==> src/rtl/psu_seq_pkg.sv <==
package psu_seq_pkg;

  // Strobes from control to datapath
  typedef struct packed {
    logic blankLoad;   // restart the under-voltage blanking window
    logic relRun;      // keep the latch release timer counting
    logic pgRun;       // keep the power-good delay timer counting
  } seqStrobe_t;

  // Qualified status from datapath to control
  typedef struct packed {
    logic ovAny;
    logic uvAny;
    logic pgiOk;
    logic pgiRise;
    logic pdonHigh;
    logic blanked;
    logic relDone;
    logic pgDone;
  } seqStatus_t;

endpackage

==> src/rtl/psu_seq_filter.sv <==
// Two-flop synchroniser plus stability filter: the output takes the input
// value only after it has been stable for TICKS prescaler ticks.
module psu_seq_filter #(
  parameter int   TICKS = 8,
  parameter logic INIT  = 1'b0
) (
  input  logic clk,
  input  logic rstN,
  input  logic tick,
  input  logic din,
  output logic dout
);
  localparam int CW = $clog2(TICKS + 1);

  logic syncA, syncB, syncC;
  logic [CW-1:0] cnt;

  always_ff @(posedge clk or negedge rstN) begin
    if (!rstN) begin
      syncA <= INIT;
      syncB <= INIT;
      syncC <= INIT;
      dout  <= INIT;
      cnt   <= '0;
    end else begin
      syncA <= din;
      syncB <= syncA;
      syncC <= syncB;
      if (syncB != syncC || syncB == dout) begin
        cnt <= '0;
      end else if (tick) begin
        if (cnt == CW'(TICKS - 1)) begin
          dout <= syncB;
          cnt  <= '0;
        end else begin
          cnt <= cnt + 1'b1;
        end
      end
    end
  end
endmodule

==> src/rtl/psu_seq_timer.sv <==
// Tick timer: restart holds it at zero; otherwise it counts ticks up to
// TICKS and then reports done until restarted.
module psu_seq_timer #(
  parameter int TICKS = 8
) (
  input  logic clk,
  input  logic rstN,
  input  logic tick,
  input  logic restart,
  output logic done
);
  localparam int CW = $clog2(TICKS + 1);

  logic [CW-1:0] cnt;

  assign done = (cnt == CW'(TICKS));

  always_ff @(posedge clk or negedge rstN) begin
    if (!rstN) begin
      cnt <= '0;
    end else if (restart) begin
      cnt <= '0;
    end else if (tick && !done) begin
      cnt <= cnt + 1'b1;
    end
  end
endmodule

==> src/rtl/psu_seq_datapath.sv <==
module psu_seq_datapath
  import psu_seq_pkg::*;
#(
  parameter int TICK_DIV       = 1000,
  parameter int GLITCH_TICKS   = 73,
  parameter int DEBOUNCE_TICKS = 38000,
  parameter int RELEASE_TICKS  = 2400,
  parameter int BLANK_TICKS    = 75000,
  parameter int PGOOD_TICKS    = 300000,
  parameter int OV_RAILS       = 3,
  parameter int UV_RAILS       = 2
) (
  input  logic                clk,
  input  logic                rstN,
  input  logic [OV_RAILS-1:0] ovRaw,
  input  logic [UV_RAILS-1:0] uvRaw,
  input  logic                pgiRaw,
  input  logic                pdonRaw,
  input  seqStrobe_t          strobe,
  output seqStatus_t          status
);
  logic tick;

  // Shared timebase
  generate
    if (TICK_DIV > 1) begin : g_presc
      localparam int TW = $clog2(TICK_DIV);
      logic [TW-1:0] tickCnt;
      always_ff @(posedge clk or negedge rstN) begin
        if (!rstN) begin
          tickCnt <= '0;
        end else if (tickCnt == TW'(TICK_DIV - 1)) begin
          tickCnt <= '0;
        end else begin
          tickCnt <= tickCnt + 1'b1;
        end
      end
      assign tick = (tickCnt == TW'(TICK_DIV - 1));
    end else begin : g_nopresc
      assign tick = 1'b1;
    end
  endgenerate

  // Detector glitch filters
  logic [OV_RAILS-1:0] ovClean;
  logic [UV_RAILS-1:0] uvClean;
  logic pgiClean, pgiPrev, pdonClean;

  generate
    for (genvar i = 0; i < OV_RAILS; i++) begin : g_ov
      psu_seq_filter #(.TICKS(GLITCH_TICKS), .INIT(1'b0)) u_flt (
        .clk(clk), .rstN(rstN), .tick(tick), .din(ovRaw[i]), .dout(ovClean[i])
      );
    end
    for (genvar i = 0; i < UV_RAILS; i++) begin : g_uv
      psu_seq_filter #(.TICKS(GLITCH_TICKS), .INIT(1'b0)) u_flt (
        .clk(clk), .rstN(rstN), .tick(tick), .din(uvRaw[i]), .dout(uvClean[i])
      );
    end
  endgenerate

  psu_seq_filter #(.TICKS(GLITCH_TICKS), .INIT(1'b0)) u_pgiFlt (
    .clk(clk), .rstN(rstN), .tick(tick), .din(pgiRaw), .dout(pgiClean)
  );

  // Enable input comes out of reset in its high (protection off) state
  psu_seq_filter #(.TICKS(DEBOUNCE_TICKS), .INIT(1'b1)) u_pdonFlt (
    .clk(clk), .rstN(rstN), .tick(tick), .din(pdonRaw), .dout(pdonClean)
  );

  always_ff @(posedge clk or negedge rstN) begin
    if (!rstN) pgiPrev <= 1'b0;
    else       pgiPrev <= pgiClean;
  end

  // Timers
  logic blankDone, relDone, pgDone;

  psu_seq_timer #(.TICKS(BLANK_TICKS)) u_blank (
    .clk(clk), .rstN(rstN), .tick(tick), .restart(strobe.blankLoad), .done(blankDone)
  );
  psu_seq_timer #(.TICKS(RELEASE_TICKS)) u_release (
    .clk(clk), .rstN(rstN), .tick(tick), .restart(!strobe.relRun), .done(relDone)
  );
  psu_seq_timer #(.TICKS(PGOOD_TICKS)) u_pgood (
    .clk(clk), .rstN(rstN), .tick(tick), .restart(!strobe.pgRun), .done(pgDone)
  );

  always_comb begin
    status.ovAny    = |ovClean;
    status.uvAny    = |uvClean;
    status.pgiOk    = pgiClean;
    status.pgiRise  = pgiClean & ~pgiPrev;
    status.pdonHigh = pdonClean;
    status.blanked  = ~blankDone;
    status.relDone  = relDone;
    status.pgDone   = pgDone;
  end
endmodule

==> src/rtl/psu_seq_ctrl.sv <==
module psu_seq_ctrl
  import psu_seq_pkg::*;
(
  input  logic       clk,
  input  logic       rstN,
  input  seqStatus_t status,
  output seqStrobe_t strobe,
  output logic       latched,
  output logic       pgoodOn
);
  logic setNow, clearNow;

  always_comb begin
    setNow   = !status.pdonHigh &&
               (status.ovAny || (status.uvAny && !status.blanked));
    clearNow = latched && status.relDone;

    strobe.relRun    = latched && status.pdonHigh;
    strobe.pgRun     = !latched && status.pgiOk;
    strobe.blankLoad = clearNow || status.pgiRise;

    pgoodOn = status.pgDone && status.pgiOk && !latched;
  end

  always_ff @(posedge clk or negedge rstN) begin
    if (!rstN) begin
      latched <= 1'b0;
    end else if (setNow) begin
      latched <= 1'b1;
    end else if (clearNow) begin
      latched <= 1'b0;
    end
  end
endmodule

==> src/rtl/psu_fault_seq.sv <==
module psu_fault_seq
  import psu_seq_pkg::*;
#(
  parameter int TICK_DIV       = 1000,
  parameter int GLITCH_TICKS   = 73,
  parameter int DEBOUNCE_TICKS = 38000,
  parameter int RELEASE_TICKS  = 2400,
  parameter int BLANK_TICKS    = 75000,
  parameter int PGOOD_TICKS    = 300000,
  parameter int OV_RAILS       = 3,
  parameter int UV_RAILS       = 2
) (
  input  logic                clk,
  input  logic                rstN,
  input  logic [OV_RAILS-1:0] ovFlag,
  input  logic [UV_RAILS-1:0] uvFlag,
  input  logic                pgiHigh,
  input  logic                pdonN,
  output logic                faultPullDn,
  output logic                faultLevel,
  output logic                pgoodPullDn,
  output logic                pgoodLevel
);
  seqStrobe_t strobe;
  seqStatus_t status;
  logic latched, pgoodOn;

  psu_seq_datapath #(
    .TICK_DIV(TICK_DIV), .GLITCH_TICKS(GLITCH_TICKS),
    .DEBOUNCE_TICKS(DEBOUNCE_TICKS), .RELEASE_TICKS(RELEASE_TICKS),
    .BLANK_TICKS(BLANK_TICKS), .PGOOD_TICKS(PGOOD_TICKS),
    .OV_RAILS(OV_RAILS), .UV_RAILS(UV_RAILS)
  ) u_dp (
    .clk(clk), .rstN(rstN), .ovRaw(ovFlag), .uvRaw(uvFlag),
    .pgiRaw(pgiHigh), .pdonRaw(pdonN), .strobe(strobe), .status(status)
  );

  psu_seq_ctrl u_ctrl (
    .clk(clk), .rstN(rstN), .status(status), .strobe(strobe),
    .latched(latched), .pgoodOn(pgoodOn)
  );

  // Open-drain: latched fault releases the pull-down; power-good likewise
  assign faultPullDn = ~latched;
  assign faultLevel  = latched;
  assign pgoodPullDn = ~pgoodOn;
  assign pgoodLevel  = pgoodOn;
endmodule

==> config.mk <==
export PLATFORM = sky130hd
export DESIGN_NAME = psu_fault_seq
export DESIGN_NICKNAME = d
export VERILOG_FILES = /design/src/rtl/psu_seq_pkg.sv /design/src/rtl/psu_seq_filter.sv /design/src/rtl/psu_seq_timer.sv /design/src/rtl/psu_seq_datapath.sv /design/src/rtl/psu_seq_ctrl.sv /design/src/rtl/psu_fault_seq.sv
export SDC_FILE = /design/constraint.sdc
export NUM_CORES = 1
export LEC_CHECK = 0
export ABC_AREA = 1
export BUFFER_PORTS_ARGS = -buffer_cell sky130_fd_sc_hd__buf_2
export CORE_ASPECT_RATIO = 0.9
export CORE_MARGIN = 4
export CORE_UTILIZATION = 40
export CTS_CLUSTER_DIAMETER = 150
export DETAILED_ROUTE_END_ITERATION = 6
export GPL_TIMING_DRIVEN = 0
export REMOVE_ABC_BUFFERS = 1
export SLEW_MARGIN = 10
export SYNTH_ARGS = -nofsm -noshare
export SYNTH_HDL_FRONTEND = slang
export SYNTH_HIERARCHICAL = 1
export SYNTH_SLANG_ARGS = --single-unit
==> constraint.sdc <==
create_clock -name clk -period 3.06 [get_ports clk]
set_input_delay 0.153 -clock clk [delete_from_list [all_inputs] [get_ports clk]]
set_output_delay 0.153 -clock clk [all_outputs]
set_load 0.03 [all_outputs]
# Word level (Yosys, flattened, before mapping)
# Index checks and enable logic that the tools add are counted.
# totals
regBits	146
latchBits	0
mem_bits_rw	0
mem_bits_ro	0
elab_cells	162
n_memories	0
# classes
add_sub_neg	11
multipliers	0
div_mod_pow	0
order_cmp	0
eq_ne	27
n_shift	0
mux	30
bitwise	11
reduce_logical	42
# op_table
operator	n
$mux 7	18
$mux 16	3
$add 7x1->7 const B	6
$eq 7x7->1 const B	6
$mux 19	2
$mux 17	2
$mux 12	2
$reduce_and 3->1	7
$add 19x1->19 const B	1
$eq 19x19->1 const B	1
$reduce_bool 2->1	9
$add 17x1->17 const B	1
$eq 17x17->1 const B	1
$add 16x1->16 const B	1
$eq 16x16->1 const B	1
$add 12x1->12 const B	1
$eq 12x12->1 const B	1
$add 10x1->10 const B	1
$eq 10x10->1 const B	1
$logic_and 1x1->1	10
$mux 10	1
$not 1->1	10
$logic_or 1x1->1	9
$eq 1x1->1	7
other kinds (7)	19

# Logic depth before layout (Yosys ltp)
# Gate-level depths: netlist (run 1).
# depth
depth_word	5
mapped_depth	12

# By module
# The synthesis (run 1) kept the hierarchy.
# modules_own_cells
module	instances	cells_each	area_per_inst_um2	seq_area_each_um2
psu_seq_filter (u_dp.g_ov[0].u_flt ...)	6	79	591.8	275.3
psu_seq_timer (u_dp.u_pgood)	1	191	1297.5	475.5
psu_seq_filter (u_dp.u_pdonFlt)	1	168	1212.4	505.5
psu_seq_timer (u_dp.u_blank)	1	176	1162.4	425.4
psu_seq_timer (u_dp.u_release)	1	126	867.1	300.3
psu_seq_datapath	1	77	588.1	275.3
psu_seq_ctrl	1	17	88.8	25.0
psu_fault_seq	1	2	7.5	0.0

# Least setup slack after synthesis (run 1)
# No wires, ideal clock.
# synth_timing
path_type	register -> register
startpoint	register u_dp.g_presc.tickCnt[0]
endpoint	register u_dp.u_blank.cnt[10]
setup_time_ps	66
arrival_ps	1991
t_required_ps	2994
slack_ps	1004
path_stages_with_launch	11
path_buffers	1
path_cell_list	dfrtp_1 -> ha_1 -> nand3_1 -> nor2_1 -> nand2_1 -> inv_2 -> inv_1 -> nor2_4 -> buf_2 -> nand4_1 -> nand2_1
# synth_via
elab_chain_cells	3
# synth_rtl
item	line	source
start, declared	psu_seq_datapath.sv:28	logic [TW-1:0] tickCnt;
start signal, assigned	psu_seq_datapath.sv:35	tickCnt <= tickCnt + 1'b1;
$eq 10x10->1	psu_seq_datapath.sv:38	assign tick = (tickCnt == TW'(TICK_DIV - 1));
named net u_dp.tick	psu_seq_datapath.sv:22	logic tick;
$logic_and 1x1->1	psu_seq_timer.sv:23	end else if (tick && !done) begin
$reduce_bool 2->1 (no line)	-	
end signal, assigned	psu_seq_timer.sv:24	cnt <= cnt + 1'b1;
end, declared	psu_seq_timer.sv:14	logic [CW-1:0] cnt;
# The timed path passes the listed nets, and every way through them passes these cells.
# A chain may end at the register's enable or synchronous reset.

==> results.ini, run 1 <==
[die]
die_h_um=149
rows=51
initial_core_util_pct=40.6
dieWidth_um=164
pin_count=13
core_um2=21600
dieArea_um2=24400

[power_and_ir_drop]
switchingPower_mw=0.887
power.density_nw_per_um2=440
p_clk_share_pct=52.7
p_int_mw=3.44
pwr-share-comb_pct=2.1
p_leak_nw=4.92
p_sw_share_pct=20.5
finalPower_mw=4.33
pwr-share-seq_pct=45.2
ir_drop_uv=270

[routing]
drt_wl_total_um=17100
vias=7202
drc=0
detail_route.wl_per_cell_um=11.0
dr.pass1.iters=5
via_per_inst=4.62
drtIter0Drc=392
ant_nets=0

[grt]
overflow=0
grt_pass1_vias=6571
grt_pass1_wl_um=30800
antenna_found_initial=0
grt_usage_pct=15.0
grt_max_degree=91

[cells_and_area]
mostFrequentLayoutCells=465 x nand2_1, 154 x nor2_1, 150 x inv_1
antennaDiodeCount=0
syn_to_final_growth_pct=12.2
design_area_um2=9840
nets=1285
utilization_pct=45.5
layout_commonest_cell=nand2_1
fillCellCount=2109
drive_above_1_share_pct=9.06

[placement]
placed_area_um2=9110
dp_slack_ns=0.390
dp_hpwl_um=11700
io_buffers=12
place.gp.congestion=0.814

[logic_synthesis]
syn_avg_cell_area_um2=7.13
netlist_area_um2=8770
yosysSeqAreaShare_pct=41.7
netlist_instances=1231
synth_cell_types=41
ys_warn_count=6
ys_ff_latch=146

[clocking]
cts_num_sinks=146
root_buffer=clkbuf_16
cts_buffer_depth=2
clkLatencyLatePin_ns=0.42
cts_made_buffers=17
h-tree-depth=4
cts_tree=built
clk_pin_slew_worst_paths_ns=0.06

[worst_setup_path]
worst_ep_arrival_time_ns=3.01
path_max_fanout=13
cp-endpoint=u_dp/u_blank/cnt[2]
critPathRequiredTime_ns=3.41
r2r_cells=10
path_class=reg -> reg
r2r_slack_ns=0.39
regToRegStartpoint=u_dp/u_release/cnt[0]
startpoint_type=flop
r2r_end=u_dp/u_blank/cnt[2]
worst_setup_path_end_kind=flop
startpoint=u_dp/u_release/cnt[0]

[sta]
finalSetupViolCount=0
fmax_mhz=375
final.period_utilization_pct=87.1
fin_crit_ns=2.67
skew_ns=0.0128
max_slew.worst_pin.slew_ns=0.865
grt_setup_unrepaired=no
hold_ws_ns=0.261
max_slew_margin_pct=42.3
hold_violations=0
drv_slew=0
setup_slack_ns=0.394

[outcome]
status=finished clean

[hold_path]
holdCritPathClass=in -> async

[job]
maxCapViolCount=0

sequential cells by signal (all words and copies together), names as in the netlist, 2 cells and up:
signal                 cells
u_dp/u_pgiFlt/cnt          7
u_dp/g_ov.u_flt/cnt       21
u_dp/g_uv.u_flt/syncC      2
u_dp/g_uv.u_flt/cnt       14
u_dp/g_uv.u_flt/syncB      2
u_dp/g_ov.u_flt/syncB      3
u_dp/g_uv.u_flt/dout       2
u_dp/u_pgood/cnt          19
u_dp/u_release/cnt        12
u_dp/u_pdonFlt/cnt        16
u_dp/g_ov.u_flt/dout       3
u_dp/g_ov.u_flt/syncA      3
u_dp/g_presc.tickCnt      10
u_dp/g_uv.u_flt/syncA      2
u_dp/g_ov.u_flt/syncC      3
u_dp/u_blank/cnt          17
Yosys cell counts:
cell,number,area share [%]
dfrtp_1,142,40
xor2_1,36,3.6
o21ai_2,4,0.40
o22ai_1,2,0.14
buf_8,1,0.17
or3_1,1,0.071
ha_1,20,2.9
nor3_1,4,0.23
nor3b_1,2,0.17
buf_1,1,0.043
clkinv_1,2,0.086
a21oi_1,3,0.17
nand4_1,33,2.4
nand2_2,11,0.78
a21oi_2,1,0.10
o21bai_2,1,0.13
nor2_4,18,2.3
clkbuf_1,1,0.043
inv_2,10,0.43
o21bai_1,9,0.77
o21ai_1,12,0.68
nand3_1,95,5.4
nor4_1,1,0.071
nor4b_1,1,0.10
buf_6,5,0.64
nor2_2,8,0.57
buf_2,3,0.17
inv_1,150,6.4
or2_2,1,0.071
nand3_2,8,0.91
nand2_4,2,0.26
xnor2_1,2,0.20
buf_4,4,0.34
nor2_8,1,0.23
dfstp_2,4,1.2
nor3_2,2,0.23
and3_1,1,0.071
o21ai_0,9,0.51
nand2_1,465,20
a21o_1,1,0.086
nor2_1,154,6.6
how the worst min path moves through the flow:
stage	end	slack (ns)	cells after the start
after floorplan	u_ctrl/latched	-0.14	0
after global placement	u_dp/u_pdonFlt/syncA	0.26	1
after detailed placement	u_dp/g_ov[1].u_flt/cnt[5]	0.12	1
after CTS	u_dp/g_ov[1].u_flt/cnt[5]	0.27	2
after global routing	u_dp/g_ov[1].u_flt/cnt[6]	0.29	2
final	u_dp/g_ov[1].u_flt/cnt[3]	0.26	2
worst max-delay path, stage by stage (launching register included):
cell,delay (ns)
dfrtp_1,0.39
inv_1,0.12
ha_1,0.16
nand2_1,0.05
nor2_1,0.14
nor4b_1,0.49
a21o_1,0.42
inv_1,0.32
o21ai_0,0.32
nand2_1,0.11
nand2_1,0.09
power by group through the flow:
stage	Sequential (mW)	Combinational, mW	Clock [mW]
after floorplan	1.99	0.0302	0
after global placement	1.99	0.0833	0
after detailed placement	1.99	0.0897	0
after CTS	1.96	0.0979	2.35
after global routing	1.96	0.108	2.43
final	1.96	0.0931	2.28
metal layers:
layer  share of wire [%]  global-route usage (%)  vias up
met3                 3.0                    3.16       10
met1                  54                    22.4     3251
met4                0.63                    3.19        0
met5                   0                       0        -
li1                    -                       -     3849
met2                  43                    22.5       92
stage by stage:
step | setup TNS (ns) | cells
CTS | 0 | 1560
finish | 0 | 1560
global placement | -57.61 | 1519
detailed placement | 0 | 1520
floorplan | 0 | 1216
global route | 0 | 1560
logic make-up (layout without fill, tap and decap cells):
group	count (synthesis)	after routing	share of synthesized area [%]
compound gates	42	42	2.99
xor+xnor	38	38	3.79
fa+ha+maj	20	20	2.85
buf+inv	177	215	8.34
flops	146	146	41.7
simple gates	808	808	40.3
final cells by class:
type | instances | area [um2] | area share (%)
clock buffer | 19 | 443 | 4.50
clock inverter | 13 | 209 | 2.12
inverter | 162 | 608 | 6.18
multi-input combinational | 908 | 4380 | 44.5
sequential | 146 | 3660 | 37.2
tap | 291 | 364 | 3.70
timing repair buffer | 21 | 178 | 1.80
what timing repair did:
action / CTS / global route
hold endpoints to repair: 63 / 0
resized for setup: 0 / 0
setup buffers: 0 / 0
hold buffers: 8 / 0
Power figures use the tool's default switching activity.
==> inputs of run 2 (changes only) <==
- ABC_AREA: 1 -> 0
==> run 2 against run 1 <==
Sequential power barely moved. Utilization grew 0.37 points. Non-clock buffer count is 2 higher. Sequential share of layout area rose by 4.3 points. Critical path type unchanged. Combinational power decreased by 20%. Largest cell class unchanged. Highest routed layer unchanged.
==> results.ini, run 2 <==
[logic_synthesis]
synth_area_leader_cell=dfrtp_1
netlist_instances=809  ; -34%
yosysSeqAreaShare_pct=46.6  ; +4.9 points
synthXorXnorAreaFrac_pct=3.23  ; -0.56 points
synthMuxAreaShare_pct=1.42  ; +1.4 points
syn_avg_cell_area_um2=9.71  ; +36%
synth-edff-count=0  ; unchanged
synthArstFlopShare_pct=100  ; unchanged
netlist_area_um2=7850  ; -10%
ys_ff_latch=146  ; unchanged
synth_compound_area_share_pct=15.2  ; +12 points
ys_dominant_reg_cell=dfrtp_1
synth_cell_types=77  ; +88%
yosys-top-cells-area=dfrtp_1 45%, ha_1 3.2%, nand3_1 3.1%
yosys.area_share.simple_pct=26.3  ; -14 points
synth_common_cells=142 x dfrtp_1, 55 x nor2_1, 54 x nand2_1
ys_warn_count=6  ; unchanged
synthAdderAreaFrac_pct=3.19  ; +0.33 points
yosysMostFrequentCell=dfrtp_1
synth_top_family_by_area=simple AND/OR/NAND/NOR gates
yosysTopAreaCellShare_pct=45.2  ; +4.7 points

[sta]
setup_slack_ns=0.240  ; -0.153 ns
fin_crit_ns=2.82  ; +0.153 ns
drv_slew=0  ; unchanged
finalSetupViolCount=0  ; unchanged
max_slew_margin_pct=51.4  ; +9.1 points
skew_ns=0.00993  ; -0.00291 ns
setup-tns-final_ns=0  ; unchanged
final.period_utilization_pct=92.2  ; +5.0 points
hold_violations=0  ; unchanged
hold_ws_ns=0.235  ; -0.0259 ns
max_slew.worst_pin.slew_ns=0.729  ; -0.136 ns
grt_setup_unrepaired=no
fmax_mhz=355  ; -5.4%

[routing]
drc=0  ; unchanged
drt_wl_total_um=16100  ; -6.0%
ant_nets=0  ; unchanged
drtIter0Drc=429  ; +9.4%
detail_route.wl_per_cell_um=14.9  ; +36%
via_per_inst=5.76  ; +25%
vias=6213  ; -14%
dr.pass1.iters=5  ; unchanged

[grt]
grt_usage_pct=15.0  ; +0.033 points
grt_pass1_wl_um=27900  ; -9.5%
grt_pass1_vias=5728  ; -13%
overflow=0  ; unchanged
grt_max_degree=104  ; +14%
antenna_found_initial=0  ; unchanged

[die]
die_h_um=141  ; -5.1%
initial_core_util_pct=40.9  ; +0.30 points
rows=48  ; -5.9%
dieArea_um2=21900  ; -10%
dieWidth_um=156  ; -5.1%
core_um2=19200  ; -11%
pin_count=13  ; unchanged

[clocking]
cts_tree=built
cts_made_buffers=17  ; unchanged
cts_buffer_depth=2  ; unchanged
clk_pin_slew_worst_paths_ns=0.06  ; about the same
root_buffer=clkbuf_16
clkLatencyLatePin_ns=0.42  ; about the same
h-tree-depth=4  ; unchanged
cts_num_sinks=146  ; unchanged

[cells_and_area]
drive_above_1_share_pct=9.77  ; +0.71 points
utilization_pct=45.9  ; +0.37 points
layout_commonest_cell=dfrtp_1
antennaDiodeCount=0  ; unchanged
largest_reg_flops=21  ; unchanged
syn_to_final_growth_pct=12.3  ; about the same
mostFrequentLayoutCells=142 x dfrtp_1, 55 x nor2_1, 54 x nand2_1
regMostFlops=u_dp/g_ov.u_flt/cnt
design_area_um2=8820  ; -10%
instances_no_fill=1079  ; -31%
nets=845  ; -34%
top_regs=u_dp/g_ov.u_flt/cnt (21), u_dp/u_pgood/cnt (19), u_dp/u_blank/cnt (17)

[worst_setup_path]
r2r_slack_ns=0.24  ; -0.15 ns
r2r_end=u_dp/u_pgood/cnt[18]
critPathRequiredTime_ns=3.39  ; -0.02 ns
cp-endpoint=u_dp/u_pgood/cnt[18]
path_max_fanout=81  ; +68
startpoint=u_dp/g_presc.tickCnt[0]
r2r_cells=9  ; -1
worst_setup_path_end_kind=flop
startpoint_type=flop
path_class=reg -> reg
worst_ep_arrival_time_ns=3.15  ; +0.14 ns
regToRegStartpoint=u_dp/g_presc.tickCnt[0]

[power_and_ir_drop]
p_leak_nw=3.42  ; -31%
finalPower_mw=4.14  ; -4.3%
ir_drop_uv=380  ; +41%
power.density_nw_per_um2=470  ; +6.8%

[job]
maxCapViolCount=0  ; unchanged

[placement]
io_buffers=12  ; unchanged
dp_slack_ns=-0.0105  ; -0.401 ns
dp_hpwl_um=9800  ; -16%
placed_area_um2=8120  ; -11%
place.gp.congestion=0.795  ; -2.2%
dpl.cell_count=1037  ; -32%

[hold_path]
holdCritPathClass=in -> async

[outcome]
status=finished clean

## run 2: metal layers
metal  GRT usage, %  vias up  wire, um
met2           22.1       95      7160
met1           22.5     3047      8340
li1               -     3065         -
met3           3.47        6       497
met4           3.55        0       106
met5              0        -         0
## run 2: where the power goes
group          leakage, nW  switching (mW)  total [mW]  internal [mW]
clock network        0.296           0.790        2.11           1.32
logic                 1.15          0.0543      0.0748         0.0205
registers             1.97          0.0115        1.96           1.95
total                 3.42           0.856        4.14           3.29
## run 2: timing repair
item | 4_1_cts | 5_1_grt
pin swaps | 0 | 1
setup buffers | 0 | 1
hold buffers | 8 | 0
setup endpoints to repair | 3 | 18
gates cloned | 0 | 1
endpoints found under the hold margin | 50 | 0
gates resized for setup | 1 | 0
## run 2: kinds of logic after synthesis
family	after synthesis
adder cells (fa/ha/maj)	20
buffers and inverters	75
AND/OR/NAND/NOR	350
multiplexers	10
flip-flops	146
AO/OA/AOI/OAI	179
XOR/XNOR	29
## run 2: final cells by class
class | count | area [um2]
clock inverters | 11 | 136
repair buffers | 23 | 213
well taps | 250 | 313
flip-flops and latches | 146 | 3660
clock buffers | 21 | 460
multi-input cells | 589 | 3890
inverters | 39 | 146
fillers | 1802 | 10400
## run 2: critical path, cell delays in order (launching register included)
cell	delay, ns
dfrtp_1	0.41
ha_1	0.26
nand3_1	0.11
nor3_2	0.30
and3_4	0.28
buf_16	0.29
and2_1	0.20
nand4_1	0.28
or3_1	0.44
a21oi_1	0.15
## run 2: how the worst min path moves through the flow
stage / start / to / slack [ns] / cells after the start
after floorplan: rstN / u_ctrl/latched / -0.14 / 0
after global placement: pgiHigh / u_dp/u_pgiFlt/syncA / 0.26 / 1
after detailed placement: rstN / u_dp/u_blank/cnt[9] / 0.07 / 1
after CTS: rstN / u_dp/u_blank/cnt[13] / 0.24 / 2
after global routing: rstN / u_dp/g_ov[0].u_flt/cnt[4] / 0.25 / 2
final: rstN / u_dp/g_ov[0].u_flt/cnt[4] / 0.24 / 2
==> inputs of run 3 (changes only) <==
- RECOVER_POWER: default -> 100
==> run 3 against run 2 <==
The flow now finishes with violations (max-capacitance violations, max-slew violations). Fmax grew 1.0%. Global-route usage did not move. Clock-buffer cell count did not move. Critical path depth is the same. Routed wire length fell by 0.52%. Clock skew decreased by 0.00095 ns. Critical endpoint unchanged.
==> results.ini, run 3 (same netlist as run 2, synthesis figures left out) <==
[cells_and_area]
utilization_pct=45.7  ; -0.20 points
regMostFlops=u_dp/g_ov.u_flt/cnt
top_regs=u_dp/g_ov.u_flt/cnt (21), u_dp/u_pgood/cnt (19), u_dp/u_blank/cnt (17)
instances_no_fill=1079  ; unchanged
antennaDiodeCount=0  ; unchanged
multi_input_area_um2=3870  ; -0.55%
fillCellCount=1805  ; +0.17%
largest_reg_flops=21  ; unchanged
mostFrequentLayoutCells=142 x dfrtp_1, 55 x nor2_1, 54 x nand2_1
layout_commonest_cell=dfrtp_1
nets=845  ; unchanged
design_area_um2=8780  ; -0.43%
drive_above_1_share_pct=8.44  ; -1.3 points
syn_to_final_growth_pct=11.8
seq_area_um2=3660  ; unchanged

[die]
initial_core_util_pct=40.9  ; unchanged
rows=48  ; unchanged
dieArea_um2=21900  ; unchanged
dieWidth_um=156  ; unchanged
core_um2=19200  ; unchanged
pin_count=13  ; unchanged
die_h_um=141  ; unchanged

[routing]
vias=6189  ; -0.39%
drc=0  ; unchanged
detail_route.wl_per_cell_um=14.8  ; -0.52%
ant_nets=0  ; unchanged
drtIter0Drc=440  ; +2.6%
via_per_inst=5.74  ; -0.39%
drt_wl_total_um=16000  ; -0.52%
dr.pass1.iters=5  ; unchanged

[placement]
place.gp.congestion=0.795  ; unchanged
dpl.cell_count=1037  ; unchanged
placed_area_um2=8120  ; unchanged
dp_hpwl_um=9800  ; unchanged
io_buffers=12  ; unchanged

[sta]
final.period_utilization_pct=91.2  ; -0.94 points
fin_crit_ns=2.79  ; -0.0288 ns
drv_slew=44  ; +44
fmax_mhz=358  ; +1.0%
max_slew.worst_pin.slew_ns=2.11  ; +1.38 ns
max_slew_margin_pct=-40.5  ; -92 points
skew_ns=0.00899  ; -0.000948 ns
grt_setup_unrepaired=no
finalSetupViolCount=0  ; unchanged
hold_ws_ns=0.346  ; +0.111 ns
hold_violations=0  ; unchanged

[worst_setup_path]
path_class=reg -> reg
r2r_slack_ns=0.27  ; +0.03 ns
path_cells=ha_1 -> nand3_1 -> nor3_2 -> and3_4 -> buf_16 -> and2_0 -> nand4_1 -> or3_1 -> a21oi_1
path_max_fanout=81  ; unchanged
regToRegStartpoint=u_dp/g_presc.tickCnt[0]
startpoint_type=flop
max_stage_delay_ns=0.42  ; -0.02 ns
r2r_cells=9  ; unchanged
cp_slowest_cell=or3_1
critPathRequiredTime_ns=3.39  ; about the same
r2r_end=u_dp/u_pgood/cnt[18]
worst_ep_arrival_time_ns=3.12  ; -0.03 ns
worst_setup_path_end_kind=flop

[hold_path]
holdCritPathClass=reg -> reg
min_from=u_dp/g_uv[1].u_flt/syncA
hold_depth=0
worst_hold_path.endpoint=u_dp/g_uv[1].u_flt/syncB

[grt]
grt_util_met3_pct=3.47  ; unchanged
gr-usage-met1_pct=22.5  ; unchanged
top_usage_layer=met1
grt_max_degree=104  ; unchanged
grt_pass1_vias=5728  ; unchanged
use_met2_pct=22.1  ; unchanged
grt_usage_pct=15.0  ; unchanged
antenna_found_initial=0  ; unchanged
grt_pass1_wl_um=27900  ; unchanged
overflow=0  ; unchanged

[power_and_ir_drop]
pwr-share-seq_pct=47.3  ; about the same
p_clk_share_pct=50.9  ; about the same
pwr-share-comb_pct=1.7  ; about the same
ir_drop_uv=377  ; -0.70%
power.density_nw_per_um2=471  ; +0.30%
p_sw_share_pct=20.6  ; -0.060 points
p_int_mw=3.28  ; about the same
switchingPower_mw=0.852  ; -0.42%
p_leak_nw=3.39  ; -0.69%

[clocking]
clkLatencyLatePin_ns=0.41  ; about the same
cts_num_sinks=146  ; unchanged
h-tree-depth=4  ; unchanged
cts_buffer_depth=2  ; unchanged
root_buffer=clkbuf_16
cts_tree=built
cts_made_buffers=17  ; unchanged
clk_pin_slew_worst_paths_ns=0.06  ; about the same

[outcome]
violations=max-capacitance violations, max-slew violations
status=finished, violations left

[job]
maxCapViolCount=1  ; +1

run 3: cell type report:
class / count / area share, %
Multi-Input combinational cell: 589 / 44.1
Clock buffer: 21 / 5.24
Clock inverter: 11 / 1.55
Sequential cell: 146 / 41.7
Timing Repair Buffer: 23 / 2.24
Tap cell: 250 / 3.56
Inverter: 39 / 1.67
run 3: metal layers:
layer  routed length, um  share of wire (%)  up-vias
li1                    -                  -     3072
met1                8280                 52     3017
met2                7140                 45       94
met3                 505                3.2        6
met4                 100               0.62        0
met5                   0                  0        -
run 3: critical path, delay by kind of cell (launching register included):
kind | cells | cell delay (ns)
AO/OA/AOI/OAI | 1 | 0.15
buffers and inverters | 1 | 0.29
adder cells (fa/ha/maj) | 1 | 0.26
AND/OR/NAND/NOR | 6 | 1.58
flip-flops | 1 | 0.40
run 3: power groups by stage:
stage	Combinational, mW	Sequential (mW)	Clock (mW)
CTS	0.0793	1.96	2.18
detailed placement	0.0707	1.99	0
floorplan	0.0142	1.99	0
global placement	0.0650	1.99	0
finish	0.0724	1.96	2.11
global route	0.0858	1.96	2.27
run 3: repair_timing:
| item | 4_1_cts | 5_1_grt |
|---|---|---|
| hold endpoints to repair | 50 | 0 |
| setup endpoints to repair | 3 | 18 |
| pin swaps | 0 | 1 |
| hold buffers | 8 | 0 |
| gates cloned | 0 | 1 |
| resized for setup | 1 | 0 |
| setup buffers | 0 | 1 |
run 3: worst max path at each step:
stage,endpoint,cells after the start,from
after detailed placement,u_dp/u_pdonFlt/cnt[10],8,u_dp/g_presc.tickCnt[0]
after global routing,u_dp/u_pgood/cnt[11],9,u_dp/g_presc.tickCnt[0]
after global placement,u_dp/u_pdonFlt/cnt[10],7,u_dp/g_presc.tickCnt[0]
after CTS,u_dp/u_pgood/cnt[18],9,u_dp/g_presc.tickCnt[0]
after floorplan,u_dp/u_pdonFlt/cnt[8],7,u_dp/g_presc.tickCnt[0]
final,u_dp/u_pgood/cnt[18],9,u_dp/g_presc.tickCnt[0]
run 3: through the flow:
step                      setup slack (ns)  setup TNS (ns)  power, mW
after global routing                0.0212               0       4.31
after global placement               -3.55         -308.13       2.06
final                                0.269               0       4.14
after CTS                           0.0585               0       4.22
after detailed placement           -0.0105         -0.0105       2.06
after floorplan                      -1.59          -87.51       2.00
